==> config.mk <==
export PLATFORM = sky130hd
export DESIGN_NAME = tctx_matcher
export DESIGN_NICKNAME = d
export VERILOG_FILES = /design/src/rtl/tctx_match_pkg.sv /design/src/rtl/tctx_thread_cmp.sv /design/src/rtl/tctx_ctx_bank.sv /design/src/rtl/tctx_tgt_table.sv /design/src/rtl/tctx_matcher.sv
export SDC_FILE = /design/constraint.sdc
export NUM_CORES = 1
export LEC_CHECK = 0
export CORE_ASPECT_RATIO = 2
export CORE_MARGIN = 2
export CORE_UTILIZATION = 24
export CTS_CLUSTER_SIZE = 30
export DETAILED_ROUTE_END_ITERATION = 10
export PLACE_DENSITY = 0.38
export SYNTH_ARGS = -nofsm -noshare
export SYNTH_HDL_FRONTEND = slang
export SYNTH_SLANG_ARGS = --single-unit
==> constraint.sdc <==
create_clock -name clk -period 4.6 [get_ports clk]
set_input_delay 0.92 -clock clk [delete_from_list [all_inputs] [get_ports clk]]
set_output_delay 0.92 -clock clk [all_outputs]
set_load 0.01 [all_outputs]
==> src/rtl/tctx_match_pkg.sv <==
package tctx_match_pkg;

  typedef enum logic [2:0] {
    ST_OK             = 3'd0,
    ST_NO_TARGET      = 3'd1,
    ST_INVALID        = 3'd2,
    ST_UNSUPPORTED    = 3'd3,
    ST_DUPLICATE      = 3'd4,
    ST_NOT_DISPATCHED = 3'd5
  } status_e;

  typedef enum logic [1:0] {
    RING_USER = 2'd0,
    RING_OS   = 2'd1,
    RING_POOL = 2'd2,
    RING_NONE = 2'd3
  } ring_e;

  // Word select in the low two address bits of a context write
  localparam logic [1:0] WSEL_USER = 2'd0;
  localparam logic [1:0] WSEL_OS   = 2'd1;
  localparam logic [1:0] WSEL_POOL = 2'd2;

  // Ring choice for one thread, given the per-word valid bits and compares
  function automatic ring_e ctx_ring(input logic fmt,
                                     input logic pool_v, input logic pool_eq,
                                     input logic os_v,   input logic os_eq,
                                     input logic usr_v,  input logic ls_eq);
    ring_e r;
    r = RING_NONE;
    if (!fmt) begin
      if (pool_v && pool_eq)    r = RING_POOL;
      else if (os_v && os_eq)   r = RING_OS;
    end else if (os_v && os_eq && usr_v && ls_eq) begin
      r = RING_USER;
    end
    return r;
  endfunction

endpackage

==> src/rtl/tctx_thread_cmp.sv <==
module tctx_thread_cmp
  import tctx_match_pkg::*;
#(
  parameter int KEY_W = 23,
  parameter int LS_W  = 8
) (
  input  logic             fmt,
  input  logic [KEY_W-1:0] key,
  input  logic [LS_W-1:0]  ls,
  input  logic             pool_v,
  input  logic [KEY_W-1:0] pool_cam,
  input  logic             os_v,
  input  logic [KEY_W-1:0] os_cam,
  input  logic             usr_v,
  input  logic [LS_W-1:0]  usr_ls,
  output logic [1:0]       ring
);
  logic pool_eq, os_eq, ls_eq;

  assign pool_eq = (pool_cam == key);
  assign os_eq   = (os_cam == key);
  assign ls_eq   = (usr_ls == ls);
  assign ring    = ctx_ring(fmt, pool_v, pool_eq, os_v, os_eq, usr_v, ls_eq);
endmodule

==> src/rtl/tctx_ctx_bank.sv <==
module tctx_ctx_bank
  import tctx_match_pkg::*;
#(
  parameter int N_THREADS = 4,
  parameter int KEY_W     = 23,
  parameter int LS_W      = 8,
  parameter int ADDR_W    = 4
) (
  input  logic                       clk,
  input  logic                       rst_n,
  input  logic                       wr_en,
  input  logic [ADDR_W-1:0]          wr_addr,
  input  logic [31:0]                wr_data,
  input  logic                       fmt,
  input  logic [KEY_W-1:0]           key,
  input  logic [LS_W-1:0]            ls,
  output logic [N_THREADS-1:0][1:0]  hit_ring
);
  localparam int HI_USED = (KEY_W > LS_W) ? KEY_W : LS_W;

  logic       unused_wr_bits;
  logic [1:0] wsel;

  assign unused_wr_bits = ^wr_data[30:HI_USED];
  assign wsel           = wr_addr[1:0];

  for (genvar t = 0; t < N_THREADS; t++) begin : g_thr
    logic             pool_v, os_v, usr_v;
    logic [KEY_W-1:0] pool_cam, os_cam;
    logic [LS_W-1:0]  usr_ls;
    logic             sel;

    assign sel = wr_en && ((wr_addr >> 2) == ADDR_W'(t));

    always_ff @(posedge clk or negedge rst_n) begin
      if (!rst_n) begin
        pool_v <= 1'b0; pool_cam <= '0;
        os_v   <= 1'b0; os_cam   <= '0;
        usr_v  <= 1'b0; usr_ls   <= '0;
      end else if (sel) begin
        case (wsel)
          WSEL_POOL: begin pool_v <= wr_data[31]; pool_cam <= wr_data[KEY_W-1:0]; end
          WSEL_OS:   begin os_v   <= wr_data[31]; os_cam   <= wr_data[KEY_W-1:0]; end
          WSEL_USER: begin usr_v  <= wr_data[31]; usr_ls   <= wr_data[LS_W-1:0];  end
          default: ;
        endcase
      end
    end

    tctx_thread_cmp #(.KEY_W(KEY_W), .LS_W(LS_W)) u_cmp (
      .fmt(fmt), .key(key), .ls(ls),
      .pool_v(pool_v), .pool_cam(pool_cam),
      .os_v(os_v), .os_cam(os_cam),
      .usr_v(usr_v), .usr_ls(usr_ls),
      .ring(hit_ring[t])
    );
  end
endmodule

==> src/rtl/tctx_tgt_table.sv <==
module tctx_tgt_table #(
  parameter int ENTRIES = 8,
  parameter int IDX_W   = 19,
  parameter int ADDR_W  = 4
) (
  input  logic              clk,
  input  logic              rst_n,
  input  logic              wr_en,
  input  logic [ADDR_W-1:0] wr_addr,
  input  logic              wr_valid,
  input  logic [IDX_W-1:0]  idx,
  output logic              found,
  output logic              entry_valid
);
  localparam int TA = (ENTRIES > 1) ? $clog2(ENTRIES) : 1;

  logic [ENTRIES-1:0] vbits;
  logic [TA-1:0]      rd_sel;

  always_ff @(posedge clk or negedge rst_n) begin
    if (!rst_n) vbits <= '0;
    else begin
      for (int e = 0; e < ENTRIES; e++)
        if (wr_en && wr_addr == ADDR_W'(e)) vbits[e] <= wr_valid;
    end
  end

  assign found       = (32'(idx) < 32'(ENTRIES));
  assign rd_sel      = idx[TA-1:0];
  assign entry_valid = found && vbits[rd_sel];
endmodule

==> src/rtl/tctx_matcher.sv <==
module tctx_matcher
  import tctx_match_pkg::*;
#(
  parameter int N_THREADS   = 4,
  parameter int BLK_W       = 4,
  parameter int IDX_W       = 19,
  parameter int LS_W        = 8,
  parameter int PRIO_W      = 3,
  parameter int TBL_ENTRIES = 8,
  localparam int KEY_W  = BLK_W + IDX_W,
  localparam int THR_W  = (N_THREADS > 1) ? $clog2(N_THREADS) : 1,
  localparam int CTX_AW = THR_W + 2,
  localparam int TBL_AW = (TBL_ENTRIES > 1) ? $clog2(TBL_ENTRIES) : 1,
  localparam int ADDR_W = (CTX_AW > TBL_AW) ? CTX_AW : TBL_AW
) (
  input  logic              clk,
  input  logic              rst_n,
  input  logic              wr_en,
  input  logic              wr_tbl,
  input  logic [ADDR_W-1:0] wr_addr,
  input  logic [31:0]       wr_data,
  input  logic              start,
  input  logic              req_fmt,
  input  logic              req_ign,
  input  logic [BLK_W-1:0]  req_blk,
  input  logic [IDX_W-1:0]  req_idx,
  input  logic [LS_W-1:0]   req_ls,
  input  logic [PRIO_W-1:0] req_prio,
  output logic              busy,
  output logic              done,
  output logic              match_valid,
  output logic [THR_W-1:0]  match_thread,
  output logic [1:0]        match_ring,
  output logic [2:0]        status,
  output logic [PRIO_W-1:0] res_prio
);
  typedef enum logic [1:0] {S_IDLE, S_LOOK, S_SCAN} state_e;

  state_e state;

  logic             r_fmt, r_ign;
  logic [BLK_W-1:0] r_blk;
  logic [IDX_W-1:0] r_idx;
  logic [LS_W-1:0]  r_ls;
  logic [KEY_W-1:0] key;

  logic [THR_W-1:0] scan_cnt, found_thr;
  logic             found;
  ring_e            found_ring;

  logic [N_THREADS-1:0][1:0] hit_ring;
  ring_e            cur_ring;
  logic             tbl_found, tbl_valid;

  logic             r_mv;
  logic [THR_W-1:0] r_thr;
  ring_e            r_ring;
  status_e          r_status;
  logic [PRIO_W-1:0] r_prio;

  // Named internal events, observed by the checker
  logic    evt_accept, evt_lookup, evt_finish, scan_hit, scan_last;
  logic    fin_mv;
  status_e fin_st;
  logic [THR_W-1:0] fin_thr;
  ring_e   fin_ring;

  assign key = {r_blk, r_idx};

  tctx_ctx_bank #(
    .N_THREADS(N_THREADS), .KEY_W(KEY_W), .LS_W(LS_W), .ADDR_W(ADDR_W)
  ) u_bank (
    .clk(clk), .rst_n(rst_n),
    .wr_en(wr_en && !wr_tbl), .wr_addr(wr_addr), .wr_data(wr_data),
    .fmt(r_fmt), .key(key), .ls(r_ls),
    .hit_ring(hit_ring)
  );

  tctx_tgt_table #(
    .ENTRIES(TBL_ENTRIES), .IDX_W(IDX_W), .ADDR_W(ADDR_W)
  ) u_tbl (
    .clk(clk), .rst_n(rst_n),
    .wr_en(wr_en && wr_tbl), .wr_addr(wr_addr), .wr_valid(wr_data[31]),
    .idx(r_idx), .found(tbl_found), .entry_valid(tbl_valid)
  );

  assign cur_ring   = ring_e'(hit_ring[scan_cnt]);
  assign evt_accept = start && (state == S_IDLE);
  assign evt_lookup = (state == S_LOOK);
  assign scan_hit   = (state == S_SCAN) && (cur_ring != RING_NONE);
  assign scan_last  = (scan_cnt == THR_W'(N_THREADS - 1));

  always_comb begin
    evt_finish = 1'b0;
    fin_st     = ST_OK;
    fin_mv     = 1'b0;
    fin_thr    = '0;
    fin_ring   = RING_NONE;
    case (state)
      S_LOOK: begin
        if (!tbl_found) begin
          evt_finish = 1'b1; fin_st = ST_NO_TARGET;
        end else if (!tbl_valid) begin
          evt_finish = 1'b1; fin_st = ST_INVALID;
        end else if (!r_fmt && r_ign) begin
          evt_finish = 1'b1; fin_st = ST_UNSUPPORTED;
        end
      end
      S_SCAN: begin
        if (scan_hit && found) begin
          evt_finish = 1'b1; fin_st = ST_DUPLICATE;
        end else if (scan_last) begin
          evt_finish = 1'b1;
          if (found) begin
            fin_mv = 1'b1; fin_thr = found_thr; fin_ring = found_ring;
          end else if (scan_hit) begin
            fin_mv = 1'b1; fin_thr = scan_cnt; fin_ring = cur_ring;
          end else begin
            fin_st = ST_NOT_DISPATCHED;
          end
        end
      end
      default: ;
    endcase
  end

  always_ff @(posedge clk or negedge rst_n) begin
    if (!rst_n) begin
      state      <= S_IDLE;
      r_fmt      <= 1'b0;
      r_ign      <= 1'b0;
      r_blk      <= '0;
      r_idx      <= '0;
      r_ls       <= '0;
      scan_cnt   <= '0;
      found      <= 1'b0;
      found_thr  <= '0;
      found_ring <= RING_NONE;
      done       <= 1'b0;
      r_mv       <= 1'b0;
      r_thr      <= '0;
      r_ring     <= RING_NONE;
      r_status   <= ST_OK;
      r_prio     <= '0;
    end else begin
      done <= evt_finish;
      case (state)
        S_IDLE: if (start) begin
          state    <= S_LOOK;
          r_fmt    <= req_fmt;
          r_ign    <= req_ign;
          r_blk    <= req_blk;
          r_idx    <= req_idx;
          r_ls     <= req_ls;
          r_prio   <= req_prio;
          scan_cnt <= '0;
          found    <= 1'b0;
          r_mv     <= 1'b0;
          r_thr    <= '0;
          r_ring   <= RING_NONE;
          r_status <= ST_OK;
        end
        S_LOOK: state <= evt_finish ? S_IDLE : S_SCAN;
        S_SCAN: begin
          if (scan_hit) begin
            found      <= 1'b1;
            found_thr  <= scan_cnt;
            found_ring <= cur_ring;
          end
          scan_cnt <= scan_cnt + 1'b1;
          if (evt_finish) state <= S_IDLE;
        end
        default: state <= S_IDLE;
      endcase
      if (evt_finish) begin
        r_mv     <= fin_mv;
        r_thr    <= fin_thr;
        r_ring   <= fin_ring;
        r_status <= fin_st;
      end
    end
  end

  assign busy         = (state != S_IDLE);
  assign match_valid  = r_mv;
  assign match_thread = r_thr;
  assign match_ring   = r_ring;
  assign status       = r_status;
  assign res_prio     = r_prio;
endmodule

## Word level (Yosys, flattened, before mapping)

Index checks and enable logic that the tools add are counted.

- Output and inout bits: 13
- Bits of input ports: 77
- Word-level logic and storage cells: 213
- Register bits: 290

- Mux-type cells: 68
- Reduce and logical (&&, ||, !) cells: 62
- Add/subtract/negate cells: 1
- Magnitude comparators: 3
- Equal/unequal tests: 31

Operators by type and width:

| kind | number |
|---|---|
| 23-bit == test | 8 |
| 2-bit 2-to-1 mux | 39 |
| 1-bit logical AND | 34 |
| 2-bit AND reduction | 17 |
| 8-bit == test | 4 |
| 3-bit 2-to-1 mux | 7 |
| 19-bit by 4-bit less-than comparator with 1-bit output, second input constant | 1 |
| 4-bit by 3-bit == test with 1-bit output, second input constant | 4 |
| 1-bit 2-to-1 mux | 15 |
| 2-bit == test, second input constant | 5 |
| 4-bit by 2-bit == test with 1-bit output, second input constant | 2 |
| 4-bit logical NOT | 2 |
| 2-bit != test, second input constant | 4 |
| 2-bit nonzero test | 4 |
| 2-bit by 1-bit == test with 1-bit output, second input constant | 3 |
| 2-bit case mux with 3 select lines | 1 |
| 3-bit case mux with 2 select lines | 1 |
| 2-bit binary-select mux with 2-bit select | 1 |
| 4-bit by 1-bit == test with 1-bit output, second input constant | 1 |
| 2-bit logical NOT | 2 |
| 3-bit by 4-bit less-than comparator with 1-bit output, second input constant | 1 |
| 1-bit case mux with 2 select lines | 2 |
| 2-bit case mux with 2 select lines | 1 |
| 1-bit binary-select mux with 3-bit select | 1 |
| other kinds (4) | 5 |

## Logic depth before layout (Yosys ltp)

- Depth after elaboration: 16
- Gate-level depth with buffers: 10
- Gate-level depth less buffers: 9

## Cells and area by module

A second synthesis with hierarchy kept.

- Cell total of the unflattened synthesis: 1034
- Area total of the unflattened synthesis: 14103.5 sq um

By module, submodules not included:

| module | cells each | instances | sequential area each (sq um) | area an instance (sq um) |
|---|---|---|---|---|
| tctx_ctx_bank | 505 | 1 | 5705.5 | 8719.6 |
| tctx_thread_cmp | 78 | 4 | 0.0 | 629.4 |
| tctx_matcher | 179 | 1 | 1356.3 | 2381.0 |
| tctx_tgt_table | 38 | 1 | 200.2 | 485.5 |

## Worst setup path before layout

Ideal clock, no wire load.

- Path kind: input-to-reg
- Start: input port wr_en
- End: register u_bank.g_thr[3].usr_ls[0]
- Data arrival time: 2.322 ns
- Cell stages on the path: 4
- Buffers on the path: 0
- Setup slack: 2.153 ns
- Required time: 4.475 ns
- Library setup time: 0.125 ns
- Cells stage by stage: nor2b_1 -> nand3_1 -> nor3_1 -> mux2_2

- Cells in the longest elaborated chain, start to end: 3

RTL lines:

| item | line | source |
|---|---|---|
| start, declared | tctx_matcher.sv:18 | `input logic wr_en,` |
| 1-bit logical AND | tctx_matcher.sv:74 | `.wr_en(wr_en && !wr_tbl), .wr_addr(wr_addr), .wr_data(wr_data),` |
| 1-bit logical AND | tctx_ctx_bank.sv:33 | `assign sel = wr_en && ((wr_addr >> 2) == ADDR_W'(t));` |
| 2-bit AND reduction (no source line) | - |  |
| end signal, assigned | tctx_ctx_bank.sv:44 | `WSEL_USER: begin usr_v <= wr_data[31]; usr_ls <= wr_data[LS_W-1:0]; end` |
| end, declared | tctx_ctx_bank.sv:30 | `logic [LS_W-1:0] usr_ls;` |

Every way passes these cells.
A chain may end at the register's enable or synchronous reset.

## Worst setup path after layout

- Start: register r_idx[3]
- End: register r_mv, in the netlist match_valid

- Cells in the longest elaborated chain, start to end: 16
- Elaborated cells on any way between the ends: 60
- Those cells by class: order compare (1); eq/ne (9); mux (28); reduce/logical (22)

RTL lines:

| item | line | source |
|---|---|---|
| start, declared | tctx_matcher.sv:43 | `logic [IDX_W-1:0] r_idx;` |
| start signal, assigned | tctx_matcher.sv:153 | `r_idx <= req_idx;` |
| 23-bit == test | tctx_thread_cmp.sv:21 | `assign os_eq = (os_cam == key);` |
| 1-bit logical AND | tctx_match_pkg.sv:33, tctx_match_pkg.sv:34 |  |
| 1-bit logical AND (2 in series) | tctx_match_pkg.sv:34 | `end else if (os_v && os_eq && usr_v && ls_eq) begin` |
| 2-bit 2-to-1 mux | tctx_match_pkg.sv:34 |  |
| 2-bit 2-to-1 mux | tctx_match_pkg.sv:31 | `if (!fmt) begin` |
| 2-bit binary-select mux with 2-bit select | tctx_matcher.sv:87 | `assign cur_ring = ring_e'(hit_ring[scan_cnt]);` |
| 2-bit 2-to-1 mux (not written as such) | tctx_matcher.sv:87 |  |
| 2-bit != test | tctx_matcher.sv:90 | `assign scan_hit = (state == S_SCAN) && (cur_ring != RING_NONE);` |
| 1-bit logical AND | tctx_matcher.sv:90 |  |
| 1-bit 2-to-1 mux | tctx_matcher.sv:116 | `end else if (scan_hit) begin` |
| 1-bit 2-to-1 mux | tctx_matcher.sv:114 | `if (found) begin` |
| 1-bit 2-to-1 mux | tctx_matcher.sv:112 | `end else if (scan_last) begin` |
| 1-bit 2-to-1 mux | tctx_matcher.sv:110 | `if (scan_hit && found) begin` |
| 1-bit 2-to-1 mux | tctx_matcher.sv:99 | `case (state)` |
| 1-bit 2-to-1 mux | tctx_matcher.sv:175 | `if (evt_finish) begin` |
| end signal, assigned | tctx_matcher.sv:176 | `r_mv <= fin_mv;` |
| end, declared | tctx_matcher.sv:55 | `logic r_mv;` |

Parallel ways exist; a longest one is shown, timed or not. The select of a mux whose other input is x is not followed.

==> out/qor.tcl <==
set qor(ctsHoldBuffers) 0
set qor(routedWlPerCell_um) 25.3
set qor(fmax_mhz) 286
set qor(core.rowCount) 126
set qor(final.min_clock_period_ns) 3.49
set qor(power.density_mw_per_mm2) 578
set qor(layout_setup_ws_ns) 1.11
set qor(post_dp_cell_area_mm2) 0.0161
set qor(max-slew-margin-rel) 0.370
set qor(arrival_ns) 3.98
set qor(synth_fp_nets) 1191
set qor(grt_pass1_wl_um) 72500
set qor(outcome) {finished clean}
set qor(nNetsFinal) 1272
set qor(fin_tns_setup_ns) 0
set qor(worst-endpoint-required_ns) 5.08
set qor(start_kind) {flop}
set qor(gr-usage-all-layers) 0.165
set qor(antenna_cells_inserted) 0
set qor(grt_pass1_vias) 9856
set qor(cts_buffers) 30
set qor(route.detailed.vias_per_inst) 4.57
set qor(drc_errors) 0
set qor(ys_top_cells_by_count) {286 x sky130_fd_sc_hd__dfrtp_1, 272 x sky130_fd_sc_hd__mux2_2, 124 x sky130_fd_sc_hd__xor2_1}
set qor(design_power_total_mw) 9.85
set qor(antenna_found_initial) 0
set qor(total_setup_violations_reported_at_the_end_of_the_flow) 0
set qor(die_height_um) 349
set qor(largest_net_degree_at_the_start_of_global_routing) 91
set qor(max_cap_viol_count) 0
set qor(place.port_buffers) 81
set qor(fillers) 6165
set qor(clock_skew_ns) 0.0207
set qor(insertion_delay_ns) 0.59
set qor(final.period_utilization) 0.759
set qor(synth-warning-count) 0
set qor(floorplan.initialDensity) 0.243
set qor(worst-slew-pin-transition_ns) 0.941
set qor(synth_enable_flop_cells) 0
set qor(fp.dieArea_mm2) 0.0617
set qor(dr.first_iter.drc_count) 429
set qor(synthTopCellsByArea) {sky130_fd_sc_hd__dfrtp_1 50%, sky130_fd_sc_hd__mux2_2 21%, sky130_fd_sc_hd__xor2_1 7.6%, sky130_fd_sc_hd__xnor2_1 5.6%, sky130_fd_sc_hd__nor4_1 2.0%}
set qor(place.detailed.hpwl_um) 36600
set qor(ys_seq_area_frac) 0.507
set qor(cts.clk_slew.worst_paths_ns) 0.07
set qor(antenna_left) 0
set qor(worst_slack_at_placement_ns) 1.09
set qor(place_congestion) 0.814
set qor(post_synth.cell_area_avg_um2) 12.9
set qor(finalHoldViolations) 0
set qor(p_leak_nw) 7.20
set qor(post_synthesis_cell_area_mm2) 0.0143
set qor(wirelength_um) 50200
set qor(min-delay-path-class) {input pin to asynchronous set/reset pin}
set qor(final.hold.worst_slack_ns) 0.332
set qor(rsz0062_at_grt) {false}
set qor(synthMostInstantiatedCell) {sky130_fd_sc_hd__dfrtp_1}
set qor(design.core.area_mm2) 0.0590
set qor(clock_sink_count) 290
set qor(syn2layout_area_growth_pct) 19.0
set qor(cts_htree_levels) 1
set qor(highest_net_fanout_along_the_worst_path) 10
set qor(yosys.cell_types.count) 57
set qor(share_of_cells_above_drive_strength_1) 0.314
set qor(synth_ff_type) {sky130_fd_sc_hd__dfrtp_1}
set qor(peakVddDrop_v) 0.000248
set qor(design_area_mm2) 0.0170
set qor(worstSetupPathType) {flop to flop}
set qor(endpoint_kind) {flop}
set qor(detailroute.via_count) 9058
set qor(global_route.overflow_total) 0
set qor(clockBufferDepth) 3
set qor(slew_violations) 0
set qor(post-cts-setup-buffer-count) 0
set qor(post_cts_resize_count) 0
set qor(cell_taking_the_most_area_after_synthesis) {sky130_fd_sc_hd__dfrtp_1}
set qor(drt_first_pass_iters) 4
set qor(top_level_ports) 90
set qor(post-synth-top-area-fraction) 0.500
set qor(cts.root.buffer_cell) {sky130_fd_sc_hd__clkbuf_16}
set qor(ys_async_sr_fraction) 1.00
set qor(synthesis.instances) 1110
set qor(floorplan.die.width_um) 177
set qor(yosys_register_bits) 290
set qor(cts_tree) {built}
-- flip-flops by register name (all words and copies together) (netlist names), 2 cells and up --
register and cells:
u_tbl.vbits 8, res_prio 3, r_ls 8, u_bank.g_thr.pool_cam 92, status 3, found_thr 2
match_ring 2, match_thread 2, state 2, scan_cnt 2, u_bank.g_thr.os_cam 92, u_bank.g_thr.usr_v 4
r_idx 19, found_ring 2, u_bank.g_thr.os_v 4, r_blk 4, u_bank.g_thr.usr_ls 32, u_bank.g_thr.pool_v 4
-- layout make-up --
cell class,instances,area (µm²),share of cell area
Sequential cell,290,7260,0.426
Multi-Input combinational cell,740,6690,0.393
Clock buffer,47,926,0.0544
Timing Repair Buffer,117,1110,0.0652
Tap cell,768,961,0.0564
Inverter,12,45.0,0.00264
Clock inverter,7,37.5,0.00220
-- worst max-delay path, stage by stage (launching register included) --
cell                       delay, ns
sky130_fd_sc_hd__dfrtp_1        0.91
sky130_fd_sc_hd__xor2_1         0.19
sky130_fd_sc_hd__nor4_1         0.33
sky130_fd_sc_hd__nand4_1        0.14
sky130_fd_sc_hd__nor4_1         0.60
sky130_fd_sc_hd__a41o_1         0.29
sky130_fd_sc_hd__a32oi_4        0.19
sky130_fd_sc_hd__a21boi_4       0.37
sky130_fd_sc_hd__nor3_4         0.09
sky130_fd_sc_hd__a221o_1        0.27
-- path summary, 6_finish.rpt --
path                            startpoint  cells after the start  slack, ns                           end
max in group asynchronous            rst_n                      2       3.21  u_bank.g_thr[2].pool_cam[16]
setup / recovery                  r_idx[3]                      9       1.11                   match_valid
hold reg to reg            match_thread[0]                      1       0.48               match_thread[0]
setup reg to reg                  r_idx[3]                      9       1.11                   match_valid
hold / removal                       rst_n                      1       0.33                   res_prio[0]
min in group clk           match_thread[0]                      1       0.48               match_thread[0]
-- report_power, final --
group / total [mW] / switching, mW / internal [mW]
Combinational: 3.26 / 1.73 / 1.53
Clock: 2.47 / 1.10 / 1.37
Sequential: 4.11 / 0.974 / 3.14
-- metal layers --
metal | GRT usage | wire length [µm] | up-vias
met4 | 0.0774 | 2360 | 0
met3 | 0.0158 | 1110 | 55
li1 | - | - | 4089
met1 | 0.174 | 18400 | 4764
met2 | 0.324 | 28300 | 150
met5 | 0 | 0 | -
-- cell families (layout without fill, tap and decap cells) --
| kind of cell | after synthesis | count (layout) | synth area share |
|---|---|---|---|
| DFF | 290 | 290 | 0.507 |
| muxes | 284 | 284 | 0.224 |
| xor gates and xnor gates | 216 | 216 | 0.133 |
| and+or+nand+nor | 196 | 196 | 0.0785 |
| buffers and inverters | 80 | 183 | 0.0271 |
| AOI/OAI and AO/OA | 40 | 40 | 0.0265 |
| adders and majority gates | 4 | 4 | 0.00350 |
-- metrics by stage --
step | util | cells
CTS | 0.289 | 1981
floorplan | - | 1110
global route | 0.289 | 1981
detailed placement | 0.273 | 1927
global placement | 0.273 | 1927
finish | 0.289 | 1981
-- placed cells by master (no fill, tap or decap), types with 9 or more instances in the layout --
| master | count |
|---|---|
| sky130_fd_sc_hd__nand3_1 | 18 |
| sky130_fd_sc_hd__inv_1 | 12 |
| sky130_fd_sc_hd__nor4_1 | 42 |
| sky130_fd_sc_hd__xnor2_1 | 91 |
| sky130_fd_sc_hd__nand4_1 | 41 |
| sky130_fd_sc_hd__clkdlybuf4s50_1 | 80 |
| sky130_fd_sc_hd__mux2_2 | 272 |
| sky130_fd_sc_hd__nor3_1 | 9 |
| sky130_fd_sc_hd__clkbuf_16 | 31 |
| sky130_fd_sc_hd__xor2_1 | 124 |
| sky130_fd_sc_hd__dfrtp_1 | 286 |
| sky130_fd_sc_hd__buf_4 | 34 |
| sky130_fd_sc_hd__clkbuf_8 | 9 |
| sky130_fd_sc_hd__nor2_1 | 15 |
| sky130_fd_sc_hd__nand2_1 | 30 |
Power figures use the tool's default switching activity.
